`src/rtl/conv_seq_pkg.sv`:
```
package conv_seq_pkg;
  typedef enum logic [1:0] {
    SEQ_ACQ  = 2'd0,
    SEQ_ARM  = 2'd1,
    SEQ_CONV = 2'd2,
    SEQ_OFF  = 2'd3
  } seq_state_e;
endpackage

```
`src/rtl/conv_seq_sync.sv`:
```
module conv_seq_sync #(
  parameter int STAGES = 2
) (
  input  logic clk,
  input  logic rst,
  input  logic din,
  output logic lvl,
  output logic fall
);
  logic [STAGES-1:0] chain_q;
  logic              prev_q;

  generate
    if (STAGES == 1) begin : g_single
      always_ff @(posedge clk) begin
        if (rst) chain_q <= '0;
        else     chain_q <= din;
      end
    end else begin : g_chain
      always_ff @(posedge clk) begin
        if (rst) chain_q <= '0;
        else     chain_q <= {chain_q[STAGES-2:0], din};
      end
    end
  endgenerate

  always_ff @(posedge clk) begin
    if (rst) prev_q <= 1'b0;
    else     prev_q <= chain_q[STAGES-1];
  end

  assign lvl  = chain_q[STAGES-1];
  assign fall = prev_q & ~chain_q[STAGES-1];
endmodule

```
`src/rtl/conv_seq_timer.sv`:
```
module conv_seq_timer #(
  parameter int LIMIT = 8
) (
  input  logic clk,
  input  logic clr,
  input  logic en,
  output logic last
);
  localparam int W = (LIMIT > 1) ? $clog2(LIMIT) : 1;

  logic [W-1:0] cnt_q;

  always_ff @(posedge clk) begin
    if (clr)     cnt_q <= '0;
    else if (en) cnt_q <= cnt_q + 1'b1;
  end

  assign last = en && (cnt_q == W'(LIMIT - 1));
endmodule

```
`src/rtl/conv_seq_fsm.sv`:
```
module conv_seq_fsm
  import conv_seq_pkg::*;
(
  input  logic       clk,
  input  logic       rst,
  input  logic       pwr_down,
  input  logic       req_lvl,
  input  logic       req_fall,
  input  logic       acq_done,
  input  logic       conv_done,
  output seq_state_e state,
  output logic       latch_o
);
  seq_state_e state_d;

  always_comb begin
    state_d = state;
    unique case (state)
      SEQ_ACQ: begin
        if (pwr_down)      state_d = SEQ_OFF;
        else if (acq_done) state_d = req_lvl ? SEQ_ARM : SEQ_CONV;
      end
      SEQ_ARM: begin
        if (pwr_down)      state_d = SEQ_OFF;
        else if (req_fall) state_d = SEQ_CONV;
      end
      SEQ_CONV: begin
        if (conv_done)     state_d = pwr_down ? SEQ_OFF : SEQ_ACQ;
      end
      SEQ_OFF: begin
        if (!pwr_down)     state_d = SEQ_ACQ;
      end
      default:             state_d = SEQ_ACQ;
    endcase
  end

  always_ff @(posedge clk) begin
    if (rst) begin
      state   <= SEQ_ACQ;
      latch_o <= 1'b0;
    end else begin
      state   <= state_d;
      latch_o <= (state == SEQ_CONV) && conv_done;
    end
  end
endmodule

```
`src/rtl/conv_seq.sv`:
```
module conv_seq
  import conv_seq_pkg::*;
#(
  parameter int ACQ_CYC     = 8,
  parameter int CONV_CYC    = 12,
  parameter int SYNC_STAGES = 2
) (
  input  logic clk,
  input  logic rst,
  input  logic start_req,
  input  logic pwr_down,
  output logic hold_o,
  output logic busy_o,
  output logic latch_o
);
  seq_state_e state;
  logic       req_lvl;
  logic       req_fall;
  logic       acq_done;
  logic       conv_done;
  logic       in_acq;
  logic       in_conv;

  assign in_acq  = (state == SEQ_ACQ);
  assign in_conv = (state == SEQ_CONV);

  conv_seq_sync #(.STAGES(SYNC_STAGES)) u_sync (
    .clk  (clk),
    .rst  (rst),
    .din  (start_req),
    .lvl  (req_lvl),
    .fall (req_fall)
  );

  conv_seq_timer #(.LIMIT(ACQ_CYC)) u_acq_timer (
    .clk  (clk),
    .clr  (rst || !in_acq),
    .en   (in_acq),
    .last (acq_done)
  );

  conv_seq_timer #(.LIMIT(CONV_CYC)) u_conv_timer (
    .clk  (clk),
    .clr  (rst || !in_conv),
    .en   (in_conv),
    .last (conv_done)
  );

  conv_seq_fsm u_fsm (
    .clk       (clk),
    .rst       (rst),
    .pwr_down  (pwr_down),
    .req_lvl   (req_lvl),
    .req_fall  (req_fall),
    .acq_done  (acq_done),
    .conv_done (conv_done),
    .state     (state),
    .latch_o   (latch_o)
  );

  assign busy_o = in_conv;
  assign hold_o = in_conv;
endmodule

```
`config.mk`:
```
export PLATFORM = sky130hd
export DESIGN_NAME = conv_seq
export DESIGN_NICKNAME = d
export VERILOG_FILES = /design/src/rtl/conv_seq_pkg.sv /design/src/rtl/conv_seq_sync.sv /design/src/rtl/conv_seq_timer.sv /design/src/rtl/conv_seq_fsm.sv /design/src/rtl/conv_seq.sv
export SDC_FILE = /design/constraint.sdc
export NUM_CORES = 1
export LEC_CHECK = 0
export ABC_AREA = 1
export BUFFER_PORTS_ARGS = -buffer_cell sky130_fd_sc_hd__clkbuf_2
export CAP_MARGIN = 20
export CORE_AREA = 2 2 39 41
export DETAILED_ROUTE_END_ITERATION = 8
export DIE_AREA = 0 0 41 43
export PLACE_DENSITY = 0.57
export SLEW_MARGIN = 25
export SYNTH_ARGS = -nofsm -noshare
export SYNTH_HDL_FRONTEND = slang
export SYNTH_SLANG_ARGS = --single-unit
```
`constraint.sdc`:
```
create_clock -name clk -period 1.6 [get_ports clk]
set_clock_uncertainty 0.05 [all_clocks]
set_input_delay 0 -clock clk [delete_from_list [all_inputs] [get_ports clk]]
set_output_delay 0 -clock clk [all_outputs]
set_load 0.05 [all_outputs]
```
-- Word-level counts from Yosys, hierarchy flattened
Index checks and enable logic that the tools add are counted.
- register bits after elaboration: 13
- word-level logic and storage cells: 37
- $add $sub $neg: 2
- equality and inequality tests: 9
- multiplexer cells: 9
- bitwise logic cells: 2
- reductions and logical operators: 9
- operator list (kind ; count):
    2-bit 2-to-1 mux ; 8
    2-bit case mux with 4 select lines ; 1
    3-bit != test (second input constant) ; 2
    4-bit by 1-bit adder with 4-bit output (second input constant) ; 1
    2-bit == test (second input constant) ; 2
    4-bit == test (second input constant) ; 1
    4-bit AND reduction ; 1
    3-bit by 1-bit adder with 3-bit output (second input constant) ; 1
    3-bit == test (second input constant) ; 1
    1-bit logical AND ; 3
    2-bit by 1-bit == test with 1-bit output (second input constant) ; 1
    1-bit zero test ; 2
    2-bit zero test ; 1
    1-bit logical OR ; 2
    2-bit by 1-bit != test with 1-bit output (second input constant) ; 1
    2-bit != test (second input constant) ; 1
    1-bit AND ; 1
    1-bit NOT ; 1

-- Logic depth before layout (Yosys ltp)
- depth in word-level cells: 5
- depth in mapped cells: 8
- depth with buffers taken out: 8

-- Cells and area by module
A second synthesis with hierarchy kept.
- cell total of the unflattened synthesis: 98
- area, all modules: 646.9 um^2
- by module, submodules not included (module ; times used ; cells each ; area each (um^2) ; sequential area each (um^2)):
    conv_seq_fsm ; 1 ; 32 ; 190.2 ; 60.1
    conv_seq_timer at u_conv_timer ; 1 ; 25 ; 177.7 ; 80.1
    conv_seq_timer at u_acq_timer ; 1 ; 22 ; 148.9 ; 60.1
    conv_seq_sync ; 1 ; 11 ; 92.6 ; 60.1
    conv_seq ; 1 ; 8 ; 37.5 ; 0.0

-- Least setup slack after synthesis
OpenSTA, ideal clock, no wires.
- kind: flip-flop to flip-flop
- from: register u_fsm.state[1]
- to: register u_fsm.state[0]
- library setup time: 0.113 ns
- arrival time: 1.075 ns
- required time: 1.437 ns
- setup slack: 0.363 ns
- cell stages (with the launch flop): 8
- path buffers: 0
- clock period less this slack: 1.237 ns
- path through: dfxtp_1 > inv_1 > nor2_4 > nand2_1 > nand2_1 > nand2_1 > nand2_1 > nor2_1
- longest elaborated chain between the ends: 4
- ends and longest elaborated chain (item ; RTL line ; text):
    start, declared ; conv_seq_fsm.sv:11 ; output seq_state_e state,
    start signal, assigned ; conv_seq_fsm.sv:42 ; state <= state_d;
    2-bit == test * ; conv_seq.sv:25 ; assign in_conv = (state == SEQ_CONV);
    via busy_o ; conv_seq.sv:13 ; output logic busy_o,
    1-bit logical AND ; conv_seq_timer.sv:18 ; assign last = en && (cnt_q == W'(LIMIT - 1));
    2-bit by 1-bit != test with 1-bit output (no line) ; n/a ;
    4-bit AND reduction (no line) ; n/a ;
Mark *: on every way through the listed nets, which the timed path passes. The rest lies on a longest branch.
A chain may end at the register's enable or synchronous reset.

-- Worst setup path after layout
- from: register u_fsm.state[1]
- to: output busy_o
- longest elaborated chain between the ends: 1
- ends and longest elaborated chain (item ; RTL line):
    2-bit == test ; conv_seq.sv:25
    end, declared ; conv_seq.sv:13
Every way passes these cells.

==> flow_metrics.env <==
export IMPL_ir_drop_v=0.000424
export IMPL_setup_violations=0
export IMPL_r2r_start="u_acq_timer.cnt_q[0]$_SDFFE_PP0N_"
export IMPL_post_drt_via_cell_ratio=4.29
export IMPL_cts_resized=0
export IMPL_synth_area_per_cell_um2=7.88
export IMPL_path_clk_slew_ns=0.08
export IMPL_dieWidth_um=41
export IMPL_cap_violations=0
export IMPL_path_buf_inv=2
export IMPL_critPathKind="flop to output port"
export IMPL_numPortBuffers=6
export IMPL_crit_cells=3
export IMPL_whs_path_depth=5
export IMPL_hold_ws_ns=0.0783
export IMPL_end_kind="output port"
export IMPL_cp_start_kind="flop"
export IMPL_worstPathArrival_ns=1.20
export IMPL_hold_class="primary input to flop"
export IMPL_drtIter0Drc=6
export IMPL_coreArea_mm2=0.00138
export IMPL_layout_commonest_cell="nor2_1"
export IMPL_fin_area_um2=634
export IMPL_hold_viol_final=0
export IMPL_cts_setup_buffers=0
export IMPL_routabilityCongestion=0.604
export IMPL_crit_fanout=5
export IMPL_synthTopCellsByArea="dfxtp_1 49%, nor2_1 11%, inv_1 7.7%"
export IMPL_drtPass1Iterations=5
export IMPL_ys_ff_latch=13
export IMPL_final_cell_mix="15 x nor2_1, 13 x dfxtp_1, 11 x inv_1"
export IMPL_drive_gt1_share_pct=17.5
export IMPL_cts_buffer_depth=2
export IMPL_p_per_area_mw_per_mm2=1020
export IMPL_slew_viol_final=0
export IMPL_cts_root_buf="clkbuf_4"
export IMPL_synth_area_leader_cell="dfxtp_1"
export IMPL_drc=0
export IMPL_tns_ns=0
export IMPL_synth_cell_area_um2=536
export IMPL_vias=412
export IMPL_fin_crit_ns=1.25
export IMPL_place_ws_ns=0.387
export IMPL_min_from="pwr_down"
export IMPL_ant_nets=0
export IMPL_r2r_cells=8
export IMPL_total_leakage_power_nw=0.319
export IMPL_clock_sinks=13
export IMPL_synth_top_area_share_pct=48.6
export IMPL_cts_buffers=3
export IMPL_max_stage_delay_ns=0.40
export IMPL_fin_crit_sh_pct=78.1
export IMPL_status="complete, no violations"
export IMPL_io_pins=7
export IMPL_whs_endpoint="u_fsm.state[0]$_SDFFE_PP0P_"
export IMPL_synth_nets=75
export IMPL_dpl_hpwl_um=613
export IMPL_cts_tree="done"
export IMPL_wl_per_cell_um=8.35
export IMPL_cp_required_ns=1.55
export IMPL_die_area_mm2=0.00176
export IMPL_antenna_found_initial=0
export IMPL_diodes=0
export IMPL_htreeDepth=1
export IMPL_clock_latency_ns=0.26
export IMPL_routed_wl_um=802
export IMPL_place_area_um2=578
export IMPL_ys_seq_area_share_pct=48.6
export IMPL_syn_inst=68
export IMPL_nNetsFinal=88
export IMPL_layout_setup_ws_ns=0.351
export IMPL_tightest_slew_ns=0.274
export IMPL_max_freq_ghz=0.801
export IMPL_slew_headroom_pct=81.8
export IMPL_critPathSlowestCell="dfxtp_1"
export IMPL_r2r_end="u_fsm.state[0]$_SDFFE_PP0P_"
export IMPL_ys_warn_count=0
export IMPL_die_height_um=43
export IMPL_utilization_pct=45.8
export IMPL_grt_max_degree=8
export IMPL_hold_buffers=3
export IMPL_rows=14
export IMPL_grt_pass1_wl_um=1390
export IMPL_start_util_pct=38.7
export IMPL_gr_total_overflow=0
export IMPL_cpLargestDelayFamily="flip-flops"
export IMPL_area_growth_pct=18.5
export IMPL_r2r_setup_slack_ns=0.39
export IMPL_synth_distinct_cells=14
export IMPL_track_usage_pct=11.9
export IMPL_crit_chain="inv_1, nor2_4, clkbuf_2"
export IMPL_rsz0062_at_grt="no"
export IMPL_grt_pass1_vias=384
[sequential cells by signal, summed over array words and instances, names as in the netlist]
register and flops:
u_conv_timer.cnt_q 4, u_acq_timer.cnt_q 3, u_sync.prev_q 1, u_fsm.state 2
u_fsm.latch_o 1, u_sync.chain_q 2
[logic make-up after synthesis]
| family | share of synthesized area, % |
|---|---|
| simple gates | 30.1 |
| buf+inv | 9.81 |
| flops | 48.6 |
| compound gates | 2.80 |
| fa+ha+maj | 7.01 |
| xor+xnor | 1.64 |
[worst max path at each step]
stage,start,to,slack (ns)
detailed placement,u_acq_timer.cnt_q[0]$_SDFFE_PP0N_,u_fsm.state[0]$_SDFFE_PP0P_,0.39
finish,u_fsm.state[1]$_SDFFE_PP0P_,busy_o,0.35
floorplan,u_fsm.state[1]$_SDFFE_PP0P_,u_fsm.state[0]$_SDFFE_PP0P_,0.36
CTS,u_fsm.state[1]$_SDFFE_PP0P_,busy_o,0.33
global placement,u_acq_timer.cnt_q[0]$_SDFFE_PP0N_,u_fsm.state[0]$_SDFFE_PP0P_,0.42
global route,u_fsm.state[1]$_SDFFE_PP0P_,hold_o,0.26
[layout make-up]
type                            count  area, um2
Tap cell                           16       20.0
Timing Repair Buffer                9       60.1
Sequential cell                    13        260
Inverter                           12       45.0
Multi-Input combinational cell     42        223
Fill cell                         153        749
Clock buffer                        4       26.3
[cells in the mapped netlist]
master   count
nand3_2      2
nor2_4       1
nand2_1     10
a21oi_1      1
inv_2        1
or2_2        1
buf_4        1
dfxtp_1     13
xor2_1       1
nand3_1      6
nor2_1      15
ha_1         3
inv_1       11
o21ai_0      2
[metrics by stage]
stage | instances | total power (W)
2_1_floorplan | 68 | 0.000437
3_3_place_gp | 89 | 0.000454
3_5_place_dp | 89 | 0.000457
4_1_cts | 96 | 0.000660
5_1_grt | 96 | 0.000698
6_report | 96 | 0.000648
[layer usage]
metal	vias up	wire (um)	GRT usage, %
met5	-	0	0
met4	0	10	6.00
met3	2	37	6.28
met2	6	353	18.1
met1	174	401	12.7
li1	230	-	-
[worst register-to-register path, cell delays in order, from the launching register on]
cell and delay (ns):
dfxtp_1 0.32, ha_1 0.20, ha_1 0.17, nand2_1 0.07, nand3_2 0.10, nand2_1 0.07, nand2_1 0.04, nand2_1 0.05
nor2_1 0.04
[report_power, final]
group          total [W]  switching [W]  leakage (nW)  internal [W]
Combinational  0.0000995      0.0000656         0.197     0.0000339
Clock           0.000194      0.0000981        0.0150     0.0000963
Sequential      0.000354      0.0000141         0.106      0.000340
Total           0.000648       0.000178         0.319      0.000470
Note: power is estimated with default switching activity, not from simulation.
